$ cat config.mk
export PLATFORM = sky130hd
export DESIGN_NAME = spi_port
export DESIGN_NICKNAME = d
export VERILOG_FILES = /design/src/rtl/spi_port_pkg.sv /design/src/rtl/spi_sync.sv /design/src/rtl/spi_sck_gen.sv /design/src/rtl/spi_shifter.sv /design/src/rtl/spi_port.sv
export SDC_FILE = /design/constraint.sdc
export NUM_CORES = 1
export LEC_CHECK = 0
export BUFFER_PORTS_ARGS = -buffer_cell sky130_fd_sc_hd__clkbuf_2
export CORE_MARGIN = 2
export CORE_UTILIZATION = 61
export DETAILED_ROUTE_END_ITERATION = 7
export GPL_ROUTABILITY_DRIVEN = 0
export GPL_TIMING_DRIVEN = 0
export PLACE_DENSITY = 0.84
export SLEW_MARGIN = 30
export SYNTH_ARGS = -nofsm -noshare
export SYNTH_HDL_FRONTEND = slang
export SYNTH_SLANG_ARGS = --single-unit
export TNS_END_PERCENT = 100
$ cat constraint.sdc
create_clock -name clk -period 3.6 [get_ports clk]
set_clock_uncertainty 0.15 [all_clocks]
set_input_delay 0.36 -clock clk [delete_from_list [all_inputs] [get_ports clk]]
set_output_delay 0.36 -clock clk [all_outputs]
set_load 0.005 [all_outputs]
$ cat src/rtl/spi_port_pkg.sv
package spi_port_pkg;

   typedef struct packed {
      logic       wcol;
      logic       sov;
      logic       en;
      logic       ckp;
      logic [3:0] mode;
   } ctrl_t;

   localparam logic [3:0] MODE_S_SEL   = 4'd4;
   localparam logic [3:0] MODE_S_NOSEL = 4'd5;

   function automatic logic mode_is_master(input logic [3:0] m);
      return m <= 4'd3;
   endfunction

   function automatic logic mode_is_slave(input logic [3:0] m);
      return (m == MODE_S_SEL) || (m == MODE_S_NOSEL);
   endfunction

endpackage

$ cat src/rtl/spi_sync.sv
module spi_sync #(
   parameter int          STAGES  = 2,
   parameter int          W       = 1,
   parameter logic [W-1:0] RST_VAL = '0
) (
   input  logic         clk,
   input  logic         rst_n,
   input  logic [W-1:0] d,
   output logic [W-1:0] q
);

   if (STAGES < 1) begin : g_bad_stages
      $fatal(1, "spi_sync: STAGES must be at least 1");
   end

   if (STAGES == 1) begin : g_single
      logic [W-1:0] r;
      always_ff @(posedge clk or negedge rst_n) begin
         if (!rst_n) r <= RST_VAL;
         else        r <= d;
      end
      assign q = r;
   end else begin : g_chain
      logic [STAGES*W-1:0] chain;
      always_ff @(posedge clk or negedge rst_n) begin
         if (!rst_n) chain <= {STAGES{RST_VAL}};
         else        chain <= {chain[(STAGES-1)*W-1:0], d};
      end
      assign q = chain[STAGES*W-1 -: W];
   end

endmodule

$ cat src/rtl/spi_sck_gen.sv
module spi_sck_gen #(
   parameter int PRE_A = 4,
   parameter int PRE_B = 16,
   parameter int PRE_C = 64
) (
   input  logic       clk,
   input  logic       rst_n,
   input  logic       run,
   input  logic [1:0] sel,
   input  logic       tmr_tick,
   output logic       half_tick
);

   localparam int HALF_A = PRE_A / 2;
   localparam int HALF_B = PRE_B / 2;
   localparam int HALF_C = PRE_C / 2;
   localparam int HALF_MAX = (HALF_A > HALF_B) ? ((HALF_A > HALF_C) ? HALF_A : HALF_C)
                                               : ((HALF_B > HALF_C) ? HALF_B : HALF_C);
   localparam int CW = $clog2(HALF_MAX) + 1;

   if (PRE_A < 4 || PRE_B < 4 || PRE_C < 4 ||
       (PRE_A % 2) != 0 || (PRE_B % 2) != 0 || (PRE_C % 2) != 0) begin : g_bad_ratio
      $fatal(1, "spi_sck_gen: prescale ratios must be even and at least 4");
   end

   logic [CW-1:0] cnt;
   logic [CW-1:0] limit;
   logic          use_timer;

   assign use_timer = (sel == 2'd3);

   always_comb begin
      case (sel)
         2'd0:    limit = CW'(HALF_A - 1);
         2'd1:    limit = CW'(HALF_B - 1);
         default: limit = CW'(HALF_C - 1);
      endcase
   end

   always_ff @(posedge clk or negedge rst_n) begin
      if (!rst_n)                   cnt <= '0;
      else if (!run || use_timer)   cnt <= '0;
      else if (cnt == limit)        cnt <= '0;
      else                          cnt <= cnt + 1'b1;
   end

   assign half_tick = run & (use_timer ? tmr_tick : (cnt == limit));

   // a prescaled half period spans at least two system clocks
   assert_tick_spacing_R3: assert property (@(posedge clk) disable iff (!rst_n)
      (run && !use_timer && half_tick) |=> !half_tick);

endmodule

$ cat src/rtl/spi_shifter.sv
module spi_shifter #(
   parameter int W = 8
) (
   input  logic         clk,
   input  logic         rst_n,
   input  logic         clr,
   input  logic         load,
   input  logic [W-1:0] load_data,
   input  logic         lead,
   input  logic         trail,
   input  logic         sdi,
   output logic         sdo,
   output logic         done,
   output logic [W-1:0] rx_data,
   output logic         active
);

   localparam int CW = $clog2(W);

   if (W < 2) begin : g_bad_width
      $fatal(1, "spi_shifter: W must be at least 2");
   end

   logic [W-1:0]  sr;
   logic [CW-1:0] cnt;
   logic          sdo_r;
   logic          act_r;

   assign rx_data = {sr[W-2:0], sdi};
   assign done    = trail & act_r & (cnt == CW'(W - 1));
   assign sdo     = sdo_r;
   assign active  = act_r;

   always_ff @(posedge clk or negedge rst_n) begin
      if (!rst_n) begin
         sr    <= '0;
         cnt   <= '0;
         sdo_r <= 1'b0;
         act_r <= 1'b0;
      end else if (clr) begin
         cnt   <= '0;
         act_r <= 1'b0;
      end else if (load) begin
         sr    <= load_data;
         cnt   <= '0;
         act_r <= 1'b0;
      end else begin
         if (lead) begin
            sdo_r <= sr[W-1];
            act_r <= 1'b1;
         end
         if (trail && act_r) begin
            sr <= rx_data;
            if (done) begin
               cnt   <= '0;
               act_r <= 1'b0;
            end else begin
               cnt <= cnt + 1'b1;
            end
         end
      end
   end

   // a leading edge arms the byte, the last trailing edge closes it
   assert_lead_arms_R5: assert property (@(posedge clk) disable iff (!rst_n)
      (lead && !clr && !load) |=> act_r);
   assert_done_rearms_R5: assert property (@(posedge clk) disable iff (!rst_n)
      (done && !clr) |=> (!act_r && cnt == '0));

endmodule

$ cat src/rtl/spi_port.sv
module spi_port
   import spi_port_pkg::*;
#(
   parameter int DATA_W      = 8,
   parameter int PRE_A       = 4,
   parameter int PRE_B       = 16,
   parameter int PRE_C       = 64,
   parameter int SYNC_STAGES = 2
) (
   input  logic       clk,
   input  logic       rst_n,
   input  logic       bus_addr,
   input  logic       bus_wr,
   input  logic       bus_rd,
   input  logic [7:0] bus_wdata,
   output logic [7:0] bus_rdata,
   output logic       buf_full,
   input  logic       sck_i,
   output logic       sck_o,
   output logic       sck_oe,
   input  logic       sdi_i,
   output logic       sdo_o,
   output logic       sdo_oe,
   input  logic       ss_n_i,
   input  logic       tmr_tick,
   output logic       pins_en
);

   if (DATA_W < 2 || DATA_W > 8) begin : g_bad_data_w
      $fatal(1, "spi_port: DATA_W must lie in 2..8");
   end

   ctrl_t             ctrl;
   logic [DATA_W-1:0] rx_buf;
   logic              full_r;
   logic              busy_m;
   logic              sck_m;
   logic              sck_prev;

   logic              master, slave, slave_sel;
   logic              ss_s, sck_s, sdi_s;
   logic [2:0]        sync_q;
   logic              half_tick;
   logic              lead, trail, sdi_mux;
   logic              wr_ctl, wr_buf, rd_buf;
   logic              xfer_busy, accept, collide, sh_clr;
   logic              sh_done, sh_active, sh_sdo;
   logic [DATA_W-1:0] sh_rx;
   logic              ovf_evt;

   assign master = ctrl.en & mode_is_master(ctrl.mode);
   assign slave  = ctrl.en & mode_is_slave(ctrl.mode);

   spi_sync #(.STAGES(SYNC_STAGES), .W(3), .RST_VAL(3'b100)) u_sync (
      .clk   (clk),
      .rst_n (rst_n),
      .d     ({ss_n_i, sck_i, sdi_i}),
      .q     (sync_q)
   );
   assign ss_s  = sync_q[2];
   assign sck_s = sync_q[1];
   assign sdi_s = sync_q[0];

   always_ff @(posedge clk or negedge rst_n) begin
      if (!rst_n) sck_prev <= 1'b0;
      else        sck_prev <= sck_s;
   end

   assign slave_sel = slave & ((ctrl.mode == MODE_S_NOSEL) | !ss_s);

   spi_sck_gen #(.PRE_A(PRE_A), .PRE_B(PRE_B), .PRE_C(PRE_C)) u_gen (
      .clk       (clk),
      .rst_n     (rst_n),
      .run       (busy_m & master),
      .sel       (ctrl.mode[1:0]),
      .tmr_tick  (tmr_tick),
      .half_tick (half_tick)
   );

   always_comb begin
      if (master) begin
         lead    = half_tick & (sck_m == ctrl.ckp);
         trail   = half_tick & (sck_m != ctrl.ckp);
         sdi_mux = sdi_i;
      end else begin
         lead    = slave_sel & (sck_s != ctrl.ckp) & (sck_prev == ctrl.ckp);
         trail   = slave_sel & (sck_s == ctrl.ckp) & (sck_prev != ctrl.ckp);
         sdi_mux = sdi_s;
      end
   end

   assign wr_ctl    = bus_wr & !bus_addr;
   assign wr_buf    = bus_wr &  bus_addr;
   assign rd_buf    = bus_rd &  bus_addr;
   assign xfer_busy = master ? busy_m : sh_active;
   assign accept    = wr_buf & (master | slave) & !xfer_busy;
   assign collide   = wr_buf & (master | slave) &  xfer_busy;
   assign sh_clr    = !(master | slave) | (slave & (ctrl.mode == MODE_S_SEL) & ss_s);

   spi_shifter #(.W(DATA_W)) u_shift (
      .clk       (clk),
      .rst_n     (rst_n),
      .clr       (sh_clr),
      .load      (accept),
      .load_data (bus_wdata[DATA_W-1:0]),
      .lead      (lead),
      .trail     (trail),
      .sdi       (sdi_mux),
      .sdo       (sh_sdo),
      .done      (sh_done),
      .rx_data   (sh_rx),
      .active    (sh_active)
   );

   assign ovf_evt = sh_done & slave & full_r & !rd_buf;

   always_ff @(posedge clk or negedge rst_n) begin
      if (!rst_n) begin
         busy_m <= 1'b0;
         sck_m  <= 1'b0;
      end else begin
         if (!master)      busy_m <= 1'b0;
         else if (accept)  busy_m <= 1'b1;
         else if (sh_done) busy_m <= 1'b0;

         if (!master || !busy_m) sck_m <= ctrl.ckp;
         else if (half_tick)     sck_m <= ~sck_m;
      end
   end

   always_ff @(posedge clk or negedge rst_n) begin
      if (!rst_n) begin
         ctrl   <= '0;
         rx_buf <= '0;
         full_r <= 1'b0;
      end else begin
         if (wr_ctl)  ctrl      <= ctrl_t'(bus_wdata);
         if (collide) ctrl.wcol <= 1'b1;
         if (ovf_evt) ctrl.sov  <= 1'b1;

         if (sh_done && !ovf_evt) begin
            rx_buf <= sh_rx;
            full_r <= 1'b1;
         end else if (rd_buf) begin
            full_r <= 1'b0;
         end
      end
   end

   assign bus_rdata = bus_addr ? 8'(rx_buf) : ctrl;
   assign buf_full  = full_r;
   assign sck_o     = (master & busy_m) ? sck_m : ctrl.ckp;
   assign sck_oe    = master;
   assign sdo_o     = sh_sdo;
   assign sdo_oe    = master | slave_sel;
   assign pins_en   = master | slave;

   // the clock is back at its idle level once a master byte closes
   assert_idle_after_done_R6: assert property (@(posedge clk) disable iff (!rst_n)
      (sh_done && master && !wr_ctl) |=> (sck_o == ctrl.ckp));
   // the collision flag holds until software writes the register
   assert_wcol_sticky_R7: assert property (@(posedge clk) disable iff (!rst_n)
      (ctrl.wcol && !wr_ctl) |=> ctrl.wcol);
   // an overflowed byte leaves buffer and full flag untouched
   assert_ovf_keeps_buffer_R8: assert property (@(posedge clk) disable iff (!rst_n)
      ovf_evt |=> ($stable(rx_buf) && full_r));
   // hardware never raises overflow in a master mode
   assert_master_no_ovf_R9: assert property (@(posedge clk) disable iff (!rst_n)
      (master && !wr_ctl) |=> !$rose(ctrl.sov));
   // a deselected slave abandons its partial byte
   assert_deselect_abandons_R10: assert property (@(posedge clk) disable iff (!rst_n)
      (slave && ctrl.mode == MODE_S_SEL && ss_s && !wr_ctl) |=> !sh_active);

endmodule

==> results of run 1 <==
state kept, by name, indices dropped and copies added, names as in the netlist:
register and cells:
buf_full 1, busy_m 1, ctrl 8, rx_buf 8
sck_m 1, sck_prev 1, u_gen.cnt 6, u_shift.active 1
u_shift.cnt 3, u_shift.sdo 1, u_shift.sr 8, u_sync.g_chain.chain 6
cell usage after synthesis (5+ instances only):
master	n	area [um2]
nor2_1	14	52.6
a21oi_1	7	35.0
o22a_1	7	61.3
o21ai_0	10	50.1
nor2b_1	5	31.3
inv_1	5	18.8
dfrtp_1	43	1080
mux2_2	16	180
clkbuf_1	6	22.5
nand2_1	21	78.8
nand3_1	13	65.1
mux2_4	8	120
report_power, final:
part	leakage (nW)	switching (W)	total, W	internal [W]
Clock	0.0450	0.000169	0.000303	0.000135
Combinational	0.612	0.0000961	0.000179	0.0000832
Sequential	0.546	0.0000268	0.000564	0.000537
Total	1.20	0.000292	0.00105	0.000755
cell type report:
class | instances | area (um2)
Clock buffer | 6 | 72.6
Tap cell | 48 | 60.1
Multi-Input combinational cell | 152 | 1160
Timing Repair Buffer | 32 | 173
Inverter | 6 | 22.5
Fill cell | 289 | 1030
Buffer | 7 | 33.8
Sequential cell | 45 | 1130
Clock inverter | 2 | 10.0
how the worst max path moves through the flow:
stage	start	endpoint	slack (ns)	cells after the start
floorplan	ctrl[1]$_DFFE_PN0P_	rx_buf[0]$_DFFE_PN0P_	1.33	6
global placement	ctrl[2]$_DFFE_PN0P_	rx_buf[6]$_DFFE_PN0P_	1.18	5
detailed placement	ctrl[2]$_DFFE_PN0P_	rx_buf[5]$_DFFE_PN0P_	1.17	5
CTS	ctrl[4]$_DFFE_PN0P_	rx_buf[5]$_DFFE_PN0P_	1.14	6
global route	ctrl[2]$_DFFE_PN0P_	u_shift.sr[5]$_DFFE_PN0P_	0.96	5
finish	ctrl[2]$_DFFE_PN0P_	rx_buf[5]$_DFFE_PN0P_	1.09	5
cell families after synthesis:
family,count (synthesis),share of synthesized area
fa+ha+maj,3,0.0160
buf+inv,13,0.0240
compound gates,44,0.154
flops,45,0.482
xor+xnor,5,0.0187
mux,25,0.132
simple gates,75,0.173
routing by layer:
layer / part of all wire / vias to the layer above
met5: 0 / -
met2: 0.49 / 53
met4: 0.014 / 0
met3: 0.062 / 9
li1: - / 836
met1: 0.43 / 885
metrics by stage:
| stage | std cells | power, W | utilization |
|---|---|---|---|
| 5_1_grt | 298 | 0.00110 | 0.720 |
| 6_report | 298 | 0.00105 | 0.720 |
| 4_1_cts | 298 | 0.00105 | 0.720 |
| 3_5_place_dp | 288 | 0.000751 | 0.693 |
| 2_1_floorplan | 210 | 0.000678 | - |
| 3_3_place_gp | 288 | 0.000744 | 0.692 |
==> impl_metrics.ini, run 1 <==
[place]
portBuffers = 30
place_hpwl_um = 3490
place_ws_ns = 1.17
placedInstanceArea_um2 = 2550

[logic_synthesis]
synth_cells = 210
synth_area_um2 = 2340
synthArstFlopShare = 1.00
syn_area_per_cell_um2 = 11.2
syn-num-nets = 230
synthFlopType = dfrtp_1
synth_cell_types = 51
synth_warnings = 0
ys_seq_area_frac = 0.482
synth_seq_cells = 45
synth_edf_count = 0

[sta]
period_share = 0.698
finalHoldViolations = 0
fin_ws_ns = 1.09
setup_viol = 0
period_needed_ns = 2.51
whs_ns = 0.0121
fmax_ghz = 0.398
grt_setup_unrepaired = no
tightest_slew_ns = 0.781
setup-tns-final_ns = 0
slew_viol_final = 0
slew_headroom = 0.478

[cells_and_area]
fin_nets = 269
antenna_cells = 0
drive_above_1_share = 0.300
final_common_cell = dfrtp_1
final_cell_mix = dfrtp_1 (43), clkbuf_2 (29), nand2_1 (21)
area_delta_synth_final_pct = 13.5
postLayoutCellArea_um2 = 2660

[floorplan]
die_h_um = 66.0
die_x_um = 66.0
core_area_um2 = 3690
pin_count = 31
fp-row-count = 22
die_area_um2 = 4350
initial_core_util = 0.635

[worst_setup_path]
end_kind = register
worstReg2RegEnd = rx_buf[5]$_DFFE_PN0P_
crit_slowest_cell = nor3b_1
worst-path-max-fanout = 9
crit_buf_inv = 0
required_ns = 3.64
reg2reg_depth = 5
startpoint_type = register
max_stage_delay_ns = 0.69
worstPathArrival_ns = 2.56
reg2reg_slack_ns = 1.09
cp_cell_sequence = nor3b_1, a211o_1, nor2_2, o211ai_4, mux2_4
critical_path_class = register to register
path_delay_family = simple AND/OR/NAND/NOR gates
r2r_start = ctrl[2]$_DFFE_PN0P_

[power_and_ir_drop]
powerDensity_nw_per_um2 = 394
p_leak_nw = 1.20
ir_worst_vdd_uv = 233

[route]
drt_iter0_drc = 142
wl_um = 4950
ant_nets = 0
vias = 1783
drc = 0
routedWlPerCell_um = 16.6
via_per_inst = 5.98
first_pass_iters = 4

[grt]
grt_pass1_vias = 1755
gr-usage-met1 = 0.345
grt_max_degree = 46
grt_util_met3 = 0.0596
antenna_found_initial = 0
grt_pass1_wl_um = 8430
grt_use_met2 = 0.422
top_usage_layer = met2
grt_use_total = 0.260
gr-total-overflow = 0

[clocking]
h-tree-depth = 2
clock-sinks = 45
clk_latency_ns = 0.30
cts_root_buf = clkbuf_8
cts_buffers = 5
clockBufferDepth = 2
clk_pin_slew_ns = 0.08
post_cts_buffers = 0
post_cts_resized = 0
cts_hold_buf = 2
cts_tree = yes

[status]
run_status = complete, no violations

[worst_hold_path]
hp-class = input port to register
min_from = sck_i
hold_end = u_sync.g_chain.chain[1]$_DFF_PN0_
hold_path_depth = 1

[flow_run]
max-cap-violations = 0
Note: power is estimated with default switching activity, not from simulation.
==> run 2, diff against run 1 <==
- CORE_UTILIZATION: 61 -> 57
- PLACE_DENSITY: 0.84 -> 0.79
- clock period: 3.6 -> 2.4 ns (I/O delays scaled with it)
==> impl_metrics.ini, run 2 (synthesis gave the netlist of run 1 again) <==
[worst_setup_path]
worstPathArrival_ns = 2.38
reg2reg_slack_ns = 0.06
worstReg2RegEnd = rx_buf[0]$_DFFE_PN0P_
critical_path_class = register to register
reg2reg_depth = 7
r2r_start = ctrl[1]$_DFFE_PN0P_
startpoint = ctrl[1]$_DFFE_PN0P_
end_kind = register
endpoint = rx_buf[0]$_DFFE_PN0P_
startpoint_type = register
required_ns = 2.44
worst-path-max-fanout = 8

[clocking]
clockBufferDepth = 2
clk_latency_ns = 0.30
cts_buffers = 5
cts_root_buf = clkbuf_8
cts_tree = yes
clock-sinks = 45
clk_pin_slew_ns = 0.08
h-tree-depth = 2

[route]
drt_iter0_drc = 117
routedWlPerCell_um = 16.8
ant_nets = 0
first_pass_iters = 4
wl_um = 5160
via_per_inst = 5.81
vias = 1783
drc = 0

[grt]
antenna_found_initial = 0
grt_use_met2 = 0.400
grt_util_met3 = 0.0641
grt_max_degree = 46
gr-total-overflow = 0
grt_pass1_wl_um = 8170
top_usage_layer = met2
grt_pass1_vias = 1729
gr-usage-met1 = 0.314
grt_use_total = 0.246

[place]
place_hpwl_um = 3500
placedInstanceArea_um2 = 2560
portBuffers = 30

[sta]
finalHoldViolations = 0
period_share = 0.977
setup-tns-final_ns = 0
whs_ns = 0.0321
slew_headroom = 0.588
fmax_ghz = 0.427
tightest_slew_ns = 0.619
setup_viol = 0
period_needed_ns = 2.34
slew_viol_final = 0

[worst_hold_path]
hp-class = input port to register
min_from = bus_wdata[4]

[cells_and_area]
final_common_cell = dfrtp_1
reg_top3 = ctrl (8), rx_buf (8), u_shift.sr (8)
antenna_cells = 0
area_delta_synth_final_pct = 18.0
fill_cells = 305
postLayoutCellArea_um2 = 2760
fin_nets = 276
final_cell_mix = dfrtp_1 (43), clkbuf_2 (29), nand2_1 (21)
drive_above_1_share = 0.327

[status]
run_status = complete, no violations

[floorplan]
initial_core_util = 0.590
die_h_um = 68.1
fp-row-count = 23
die_area_um2 = 4640
pin_count = 31
core_area_um2 = 3970
die_x_um = 68.1

[power_and_ir_drop]
ir_worst_vdd_uv = 336
powerDensity_nw_per_um2 = 595
p_leak_nw = 1.26

[flow_run]
max-cap-violations = 0
==> run 2: cell types whose count changed in the layout (fill, tap and decap cells not counted), sizes merged <==
cell,change
buf,+7
dlygate4sd3,+2
clkbuf,-1
clkinv,-1
==> run 2: final cells by class <==
| class | count | area [um2] | share of cell area |
|---|---|---|---|
| Clock inverter | 1 | 5.00 | 0.00181 |
| Buffer | 5 | 26.3 | 0.00951 |
| Sequential cell | 45 | 1130 | 0.408 |
| Tap cell | 50 | 62.6 | 0.0226 |
| Timing Repair Buffer | 41 | 255 | 0.0923 |
| Clock buffer | 7 | 96.3 | 0.0349 |
| Inverter | 6 | 22.5 | 0.00815 |
| Multi-Input combinational cell | 152 | 1170 | 0.422 |
==> run 2: layer usage <==
metal	wire, um	vias to the layer above
met5	0	-
met4	87	0
met3	242	6
met2	2560	58
met1	2270	868
li1	-	851
==> run 2: repair_timing <==
action	in CTS	in global routing
endpoints found under the setup margin	15	16
setup buffers	1	5
resized for setup	2	0
endpoints found under the hold margin	46	0
gates cloned	0	1
hold buffers	4	0
pin swaps	1	6
==> run 2: stage by stage <==
step / total power, W / instances / setup WS (ns) / util
after global placement: 0.00112 / 290 / -0.0512 / 0.643
after detailed placement: 0.00113 / 290 / -0.0379 / 0.644
after floorplan: 0.00102 / 210 / 0.134 / -
final: 0.00164 / 307 / 0.0556 / 0.696
after global routing: 0.00173 / 307 / -0.0147 / 0.696
after CTS: 0.00164 / 303 / 0.00994 / 0.684
==> run 2: worst min-delay path by stage <==
stage                                        end  depth (start not counted)
2_1_floorplan               buf_full$_DFFE_PN0P_                          0
5_1_grt                      ctrl[4]$_DFFE_PN0P_                          2
3_5_place_dp               rx_buf[3]$_DFFE_PN0P_                          1
4_1_cts                      ctrl[4]$_DFFE_PN0P_                          2
3_3_place_gp   u_sync.g_chain.chain[2]$_DFF_PN1_                          1
6_report                     ctrl[4]$_DFFE_PN0P_                          2
==> run 2: critical path, stage by stage, from the launching register on <==
cell and delay, ns:
dfrtp_1 0.40, buf_6 0.14, or4b_4 0.49, a211oi_4 0.24, o211a_4 0.24, o211ai_4 0.10
buf_12 0.17, mux2_4 0.30
==> run 2: report_power, final <==
group	internal, W	total, W	leakage [nW]	switching [W]
clock	0.000260	0.000513	0.0542	0.000252
combinational	0.000136	0.000272	0.659	0.000136
sequential	0.000806	0.000859	0.546	0.0000536
total	0.00120	0.00164	1.26	0.000442
==> run 3, diff against run 2 <==
- SYNTH_HIERARCHICAL: unset -> 1
==> impl_metrics.ini, run 3 <==
[logic_synthesis]
synthMuxAreaShare = 0.253
synth_cells = 186
synth_warnings = 6
synth_xor_area_frac = 0.0147
synthAdderAreaFrac = 0.0157
syn_area_per_cell_um2 = 12.8
synth_common_cells = dfrtp_1 (43), mux2_2 (26), mux2_4 (16)
synth_area_leader_cell = dfrtp_1
ys_seq_area_frac = 0.473
synth_area_um2 = 2380
synth_area_leaders = dfrtp_1 (45%), mux2_2 (12%), mux2_4 (10%)
synth_cell_types = 42
synth-compound-area-share = 0.0619
synthFlopType = dfrtp_1
yosysTopAreaCellShare = 0.451
synth-simple-area-share = 0.124
synth_top_family_by_area = multiplexers
synth_edf_count = 0
synth_most_common_cell = dfrtp_1
syn-num-nets = 206
synthArstFlopShare = 1.00
synth_seq_cells = 45

[place]
placedCellCount = 266
place_ws_ns = -0.801
place_hpwl_um = 3020
portBuffers = 30

[clocking]
h-tree-depth = 2
clk_pin_slew_ns = 0.09
cts_buffers = 5
cts_root_buf = clkbuf_8
clk_latency_ns = 0.30
cts_tree = yes
clockBufferDepth = 2
clock-sinks = 45

[cells_and_area]
fin_cells = 294
antenna_cells = 0
fill_cells = 273
reg_top3 = ctrl (8), rx_buf (8), u_shift/sr (8)
final_common_cell = dfrtp_1
final_core_util = 0.739
fin_nets = 263
final_cell_mix = dfrtp_1 (41), clkbuf_2 (29), mux2_4 (23), buf_4 (23), mux2_2 (19)
area_delta_synth_final_pct = 24.0
drive_above_1_share = 0.549

[grt]
grt_use_total = 0.208
gr-total-overflow = 0
grt_pass1_wl_um = 7160
antenna_found_initial = 0
grt_max_degree = 46
grt_pass1_vias = 1491

[worst_hold_path]
hp-class = input port to register

[floorplan]
core_area_um2 = 4000
die_h_um = 68.7
die_area_um2 = 4720
die_x_um = 68.7
pin_count = 31
fp-row-count = 23
initial_core_util = 0.596

[route]
wl_met1_um = 2200
via_per_inst = 5.45
wl_met3_um = 137
drt_iter0_drc = 106
vias = 1602
first_pass_iters = 4
routedWlPerCell_um = 16.1
drc = 0
wl_met2_um = 2390
routed.top_layer = met4
wl_um = 4730
ant_nets = 0

[worst_setup_path]
startpoint_type = register
critical_path_class = register to register
end_kind = register
worst-path-max-fanout = 8
worstPathArrival_ns = 3.00
required_ns = 2.43

[status]
run_status = complete, but fails checks
violations = setup timing

[sta]
slew_headroom = 0.586
period_share = 1.24
setup-tns-final_ns = -10.71
grt_setup_unrepaired = yes
whs_ns = 0.0431
fmax_ghz = 0.337
period_needed_ns = 2.97
fin_ws_ns = -0.569
setup_viol = 24
slew_viol_final = 0
finalHoldViolations = 0
tightest_slew_ns = 0.621

[flow_run]
max-cap-violations = 0

[power_and_ir_drop]
powerDensity_nw_per_um2 = 548
p_leak_nw = 1.45
ir_worst_vdd_uv = 438
==> run 3: power by group <==
part | total (W) | switching (W) | internal (W)
Combinational | 0.000306 | 0.000126 | 0.000180
Sequential | 0.000841 | 0.0000406 | 0.000801
Clock | 0.000474 | 0.000267 | 0.000207
==> run 3: stage by stage <==
step / instance area [um2] / total power, W
floorplan: 2390 / 0.00102
global placement: 2600 / 0.00110
detailed placement: 2610 / 0.00111
CTS: 2850 / 0.00160
global route: 2960 / 0.00170
finish: 2960 / 0.00162
==> run 3: path summary, 6_finish.rpt <==
kind                                                      to  slack, ns  cells past startpoint                              start
min in group asynchronous  u_sync/g_chain.chain[1]$_DFF_PN0_       0.37                      2                              rst_n
max in group asynchronous                ctrl[0]$_DFFE_PN0P_       1.29                      2                              rst_n
setup / recovery                       rx_buf[7]$_DFFE_PN0P_      -0.57                     10             u_gen/cnt[1]$_DFF_PN0_
setup reg to reg                       rx_buf[7]$_DFFE_PN0P_      -0.57                     10             u_gen/cnt[1]$_DFF_PN0_
hold / removal                           ctrl[1]$_DFFE_PN0P_       0.04                      2                       bus_wdata[1]
hold reg to reg            u_sync/g_chain.chain[3]$_DFF_PN0_       0.21                      0  u_sync/g_chain.chain[0]$_DFF_PN0_
==> run 3: cell type report <==
cell class                      count  area [um2]  area share
Inverter                            3        11.3     0.00381
Sequential cell                    45        1130       0.382
Clock inverter                      3        21.3     0.00719
Multi-Input combinational cell    122        1200       0.404
Buffer                             16         130      0.0440
Clock buffer                        5        68.8      0.0233
Tap cell                           50        62.6      0.0212
Timing Repair Buffer               50         337       0.114
==> run 3: cells by family (layout without fill, tap and decap cells) <==
family	count (synthesis)	after routing
compound gates	18	18
flops	45	45
simple gates	48	48
xor+xnor	4	4
fa+ha+maj	3	3
buf+inv	19	77
mux	49	49
==> run 3: routing by layer <==
metal | GRT usage | vias up
met4 | 0.0450 | 0
met3 | 0.0390 | 2
met5 | 0 | -
met2 | 0.358 | 21
li1 | - | 774
met1 | 0.273 | 805
==> run 3: what timing repair did <==
action	CTS	global route
setup endpoints to repair	24	24
setup buffers	11	6
resized for setup	6	17
hold buffers	4	0
pin swaps	4	3
endpoints found under the hold margin	46	0
==> run 3: worst max-delay path, stage by stage (launching register included) <==
cell	delay, ns
dfrtp_1	0.40
or4_4	0.55
a21oi_2	0.13
o211a_1	0.18
and4bb_2	0.27
a32oi_2	0.07
mux2i_2	0.21
and3_4	0.22
a21bo_1	0.22
buf_8	0.16
mux2_4	0.30
